<file path="src/rtl/cec_filt_pkg.sv">
package cec_filt_pkg;

    // Latched verdict for one frame
    typedef struct packed {
        logic ack;
        logic accept;
    } cec_verdict_t;

endpackage

</file>
<file path="src/rtl/cec_addr_decode.sv">
module cec_addr_decode #(
    parameter int ADDR_W = 4
) (
    input  logic [ADDR_W-1:0]       dest_addr,
    input  logic [(2**ADDR_W)-2:0]  own_mask,
    output logic                    owned_hit,
    output logic                    is_bcast
);
    localparam int NUM_OWN = (2**ADDR_W) - 1;
    localparam logic [ADDR_W-1:0] BCAST_ADDR = '1;

    logic [NUM_OWN-1:0] hit_vec;

    // One comparator per ownable address; the broadcast code has no mask bit
    for (genvar i = 0; i < NUM_OWN; i++) begin : g_slot
        localparam logic [ADDR_W-1:0] SLOT_ADDR = ADDR_W'(i);
        assign hit_vec[i] = own_mask[i] && (dest_addr == SLOT_ADDR);
    end

    assign owned_hit = |hit_vec;
    assign is_bcast  = (dest_addr == BCAST_ADDR);

endmodule

</file>
<file path="src/rtl/cec_frame_decision.sv">
module cec_frame_decision
    import cec_filt_pkg::*;
(
    input  logic         clk,
    input  logic         rst_n,
    input  logic         hdr_done,
    input  logic         msg_end,
    input  logic         owned_hit,
    input  logic         is_bcast,
    input  logic         listen_en,
    output cec_verdict_t verdict
);
    cec_verdict_t verdict_d, verdict_q;

    always_comb begin
        verdict_d = verdict_q;
        if (hdr_done) begin
            verdict_d.ack    = owned_hit && !is_bcast;
            verdict_d.accept = owned_hit || is_bcast || listen_en;
        end else if (msg_end) begin
            verdict_d = '0;
        end
    end

    always_ff @(posedge clk or negedge rst_n) begin
        if (!rst_n) verdict_q <= '0;
        else        verdict_q <= verdict_d;
    end

    assign verdict = verdict_q;

    AST_ACK_IMPLIES_ACCEPT: assert property (@(posedge clk) disable iff (!rst_n)
        verdict_q.ack |-> verdict_q.accept);

endmodule

</file>
<file path="src/rtl/cec_dest_filter.sv">
module cec_dest_filter
    import cec_filt_pkg::*;
#(
    parameter int ADDR_W = 4
) (
    input  logic                    clk,
    input  logic                    rst_n,
    input  logic                    hdr_done,
    input  logic [ADDR_W-1:0]       dest_addr,
    input  logic [(2**ADDR_W)-2:0]  own_mask,
    input  logic                    listen_en,
    input  logic                    msg_end,
    output logic                    ack_req,
    output logic                    rx_accept
);
    localparam logic [ADDR_W-1:0] BCAST_ADDR = '1;

    logic         owned_hit;
    logic         is_bcast;
    cec_verdict_t verdict;

    cec_addr_decode #(.ADDR_W(ADDR_W)) u_decode (
        .dest_addr (dest_addr),
        .own_mask  (own_mask),
        .owned_hit (owned_hit),
        .is_bcast  (is_bcast)
    );

    cec_frame_decision u_decide (
        .clk       (clk),
        .rst_n     (rst_n),
        .hdr_done  (hdr_done),
        .msg_end   (msg_end),
        .owned_hit (owned_hit),
        .is_bcast  (is_bcast),
        .listen_en (listen_en),
        .verdict   (verdict)
    );

    assign ack_req   = verdict.ack;
    assign rx_accept = verdict.accept;

    AST_BCAST_NO_ACK: assert property (@(posedge clk) disable iff (!rst_n)
        (hdr_done && dest_addr == BCAST_ADDR) |=> (!ack_req && rx_accept));
    AST_LISTEN_ACCEPT: assert property (@(posedge clk) disable iff (!rst_n)
        (hdr_done && listen_en) |=> rx_accept);
    AST_HOLD_VERDICT: assert property (@(posedge clk) disable iff (!rst_n)
        (!hdr_done && !msg_end) |=> ($stable(ack_req) && $stable(rx_accept)));
    AST_END_CLEARS: assert property (@(posedge clk) disable iff (!rst_n)
        (msg_end && !hdr_done) |=> (!ack_req && !rx_accept));

endmodule

</file>
<file path="config.mk">
export PLATFORM = sky130hd
export DESIGN_NAME = cec_dest_filter
export DESIGN_NICKNAME = d
export VERILOG_FILES = /design/src/rtl/cec_filt_pkg.sv /design/src/rtl/cec_addr_decode.sv /design/src/rtl/cec_frame_decision.sv /design/src/rtl/cec_dest_filter.sv
export SDC_FILE = /design/constraint.sdc
export NUM_CORES = 1
export LEC_CHECK = 0
export ABC_AREA = 1
export ABC_CLOCK_PERIOD_IN_PS = 800
export CAP_MARGIN = 20
export CORE_AREA = 4 4 41 43
export CTS_CLUSTER_SIZE = 10
export DETAILED_ROUTE_END_ITERATION = 16
export DIE_AREA = 0 0 45 47
export GPL_TIMING_DRIVEN = 0
export PLACE_DENSITY = 0.65
export SLEW_MARGIN = 20
export SYNTH_ARGS = -nofsm -noshare
export SYNTH_HDL_FRONTEND = slang
export SYNTH_SLANG_ARGS = --single-unit
</file>
<file path="constraint.sdc">
create_clock -name clk -period 0.8 [get_ports clk]
set_input_delay 0.16 -clock clk [delete_from_list [all_inputs] [get_ports clk]]
set_output_delay 0.16 -clock clk [all_outputs]
set_load 0.01 [all_outputs]
</file>
==> load_flow_metrics.sql <==
INSERT INTO impl_metrics (metric_group, metric, value, unit) VALUES
('run_status', 'outcome', 'complete, but fails checks', ''),
('run_status', 'violations', 'setup timing', ''),
('sta', 'final.setup_skew', '0', 'ns'),
('route', 'vias_after_detailed_routing', '459', ''),
('setup_path', 'timing.reg2reg.worst_path_depth', '3', ''),
('setup_path', 'critPathTopFamily', 'flip-flops', ''),
('clock_network', 'postCtsHoldBufs', '0', ''),
('global_routing', 'pin_count_of_the_biggest_net_entering_global_routing', '6', ''),
('run', 'max_cap_violations', '0', ''),
('finish', 'n_fill_cell', '142', ''),
('global_routing', 'grt_pass1_wl', '1842', 'microns'),
('route', 'routed_via_density', '4.456', ''),
('logic_synthesis', 'avgSynthCellArea', '5.334', 'sq um'),
('finish', 'antennaDiodeCount', '0', ''),
('logic_synthesis', 'synth_largest_type_area_fraction', '0.2634', ''),
('route', 'number_of_drc_violations_after_detailed_routing_iteration_0', '7', ''),
('setup_path', 'path_class', 'reg -> out', ''),
('route', 'detail_route.wl_per_cell', '10.48', 'microns'),
('logic_synthesis', 'netlist.top_cell.by_area', 'sky130_fd_sc_hd__nand3_1', ''),
('logic_synthesis', 'synth_area_leaders', 'sky130_fd_sc_hd__nand3_1 (26%), sky130_fd_sc_hd__nand2_1 (22%), sky130_fd_sc_hd__dfrtp_1 (16%)', ''),
('pwr', 'power_leakage', '0.0003503', 'uW'),
('floorplan', 'floorplan.initialDensity', '0.2337', ''),
('sta', 'setup_viol', '3', ''),
('logic_synthesis', 'post_synth_num_cell_types', '10', ''),
('setup_path', 'critical_path_peak_fanout', '2', ''),
('logic_synthesis', 'synth.ff_latch_count', '2', ''),
('route', 'totalWireLength', '1079', 'microns'),
('route', 'drtPass1Iterations', '4', ''),
('sta', 'report.final.slew_viol_count', '0', ''),
('setup_path', 'critPathLaunchType', 'flop', ''),
('logic_synthesis', 'syn-num-nets', '81', ''),
('finish', 'num-nets-final', '114', ''),
('setup_path', 'cp_slowest_cell', 'sky130_fd_sc_hd__dfrtp_1', ''),
('setup_path', 'critical_path.endpoint_type', 'output port', ''),
('setup_path', 'critical-path-max-stage-delay', '0.36', 'ns'),
('sta', 'min_period_over_period', '1.106', ''),
('floorplan', 'floorplan.die.height', '47', 'microns'),
('floorplan', 'floorplan.io_pins', '26', ''),
('clock_network', 'clock_buffer_count_from_cts', '3', ''),
('route', 'drtAntennaViolNets', '0', ''),
('finish', 'area_growth', '111.9', '%'),
('floorplan', 'die_width', '45', 'microns'),
('clock_network', 'clock_latency_of_the_later_clocked_register_in_the_worst_skew_pair', '0.22', 'ns'),
('setup_path', 'reg2reg_from', 'u_decide.verdict[1]', ''),
('place', 'globalplace.congestion', '0.7515', ''),
('global_routing', 'antenna_violations_before_repair', '0', ''),
('setup_path', 'ff2ff_setup_slack', '0.07', 'ns'),
('sta', 'timing.final.hold_violations', '0', ''),
('logic_synthesis', 'seq_area_frac_synth', '0.1646', ''),
('pwr', 'power-per-cell-area', '957.2', 'nW/um^2'),
('logic_synthesis', 'syn_area', '304.0', 'sq um'),
('clock_network', 'clk_pin_slew', '0.03', 'ns'),
('setup_path', 'cp_data_arrival_time', '0.72', 'ns'),
('finish', 'layoutNonFillerInstCount', '103', ''),
('logic_synthesis', 'ys_async_sr_fraction', '1.000', ''),
('sta', 'grt_setup_unrepaired', 'yes', ''),
('finish', 'multiInputGateArea', '247.7', 'sq um'),
('sta', 'clock.fmax', '1130', 'MHz'),
('setup_path', 'critical_path.cell_chain', 'buf_2', ''),
('sta', 'final_critical_path_setup_slack', '-0.08483', 'ns'),
('logic_synthesis', 'yosys_most_used_dff', 'sky130_fd_sc_hd__dfrtp_1', ''),
('place', 'place.port_buffers', '23', ''),
('place', 'total_instance_count_after_detailed_placement', '95', ''),
('place', 'dp_hpwl', '796', 'microns'),
('finish', 'final_util', '0.4952', ''),
('floorplan', 'std_cell_rows', '13', ''),
('sta', 'clock_period_minus_final_worst_setup_slack', '0.8848', 'ns'),
('logic_synthesis', 'synth-edff-count', '0', ''),
('finish', 'drive_above_1_share', '0.4432', ''),
('clock_network', 'ctsLongestPathBuffers', '2', ''),
('floorplan', 'die_ar', '2115', 'sq um');
-- worst max-delay path by stage --
stage	start	endpoint	slack, ns
final	u_decide.verdict[0]	rx_accept	-0.08
after global routing	own_mask[4]	u_decide.verdict[0]	-0.13
after CTS	u_decide.verdict[0]	rx_accept	-0.09
after detailed placement	dest_addr[2]	u_decide.verdict[0]	-0.58
after global placement	dest_addr[2]	u_decide.verdict[0]	-0.55
after floorplan	dest_addr[0]	u_decide.verdict[0]	-0.11
-- routing by layer --
metal / routed length, microns / vias up / track usage / share of wire
met5: 0 / - / 0 / 0
met4: 0 / 0 / 0.01754 / 0
met3: 60 / 0 / 0.03831 / 0.056
met2: 553 / 13 / 0.1977 / 0.51
met1: 466 / 201 / 0.1474 / 0.43
li1: - / 245 / - / -
-- placed cells by master, fill, tap and decap left out --
cell type / instances
sky130_fd_sc_hd__clkdlybuf4s50_1: 4
sky130_fd_sc_hd__clkbuf_4: 3
sky130_fd_sc_hd__inv_6: 2
sky130_fd_sc_hd__nor2_2: 1
sky130_fd_sc_hd__dlygate4sd2_1: 3
sky130_fd_sc_hd__buf_12: 2
sky130_fd_sc_hd__nand2_1: 17
sky130_fd_sc_hd__nor2_4: 1
sky130_fd_sc_hd__nand3_2: 8
sky130_fd_sc_hd__nor2_1: 9
sky130_fd_sc_hd__buf_16: 2
sky130_fd_sc_hd__nand2_2: 1
sky130_fd_sc_hd__inv_1: 4
sky130_fd_sc_hd__a31oi_1: 1
sky130_fd_sc_hd__inv_2: 1
sky130_fd_sc_hd__clkdlybuf4s15_1: 1
sky130_fd_sc_hd__buf_4: 3
sky130_fd_sc_hd__clkbuf_2: 3
sky130_fd_sc_hd__dfrtp_1: 2
sky130_fd_sc_hd__buf_2: 12
sky130_fd_sc_hd__nand3_1: 8
-- logic make-up after synthesis --
logic type	synth area share
AND/OR/NAND/NOR	0.6461
buffers and inverters	0.1687
flip-flops	0.1646
AO/OA/AOI/OAI	0.02059
-- cell type report --
| type | instances | share of cell area |
|---|---|---|
| timing repair buffer | 28 | 0.3553 |
| inverter | 7 | 0.05631 |
| tap | 15 | 0.02913 |
| sequential | 2 | 0.07767 |
| clock buffer | 3 | 0.03495 |
| multi-input combinational | 46 | 0.3845 |
| buffer | 2 | 0.06214 |
-- report_power, final --
part / internal [uW] / leakage [uW] / total, uW / switching (uW)
clock network: 165 / 0.0000138 / 216 / 51.1
registers: 113 / 0.0000251 / 118 / 5.17
logic: 162 / 0.000311 / 282 / 121
-- per-stage QoR --
stage | cell area [sq um] | hold WS (ns)
floorplan | 334.1 | -0.1356
detailed placement | 583.1 | 0.3332
finish | 644.4 | 0.1066
global placement | 583.1 | 0.3283
CTS | 656.9 | 0.1016
global route | 644.4 | 0.1060
-- timing repair --
item	in CTS	in global routing
endpoints found under the setup margin	4	4
setup buffers	3	0
gates resized for setup	64	4
cloned	2	0
pin swaps	32	13
Power figures use the tool's default switching activity.
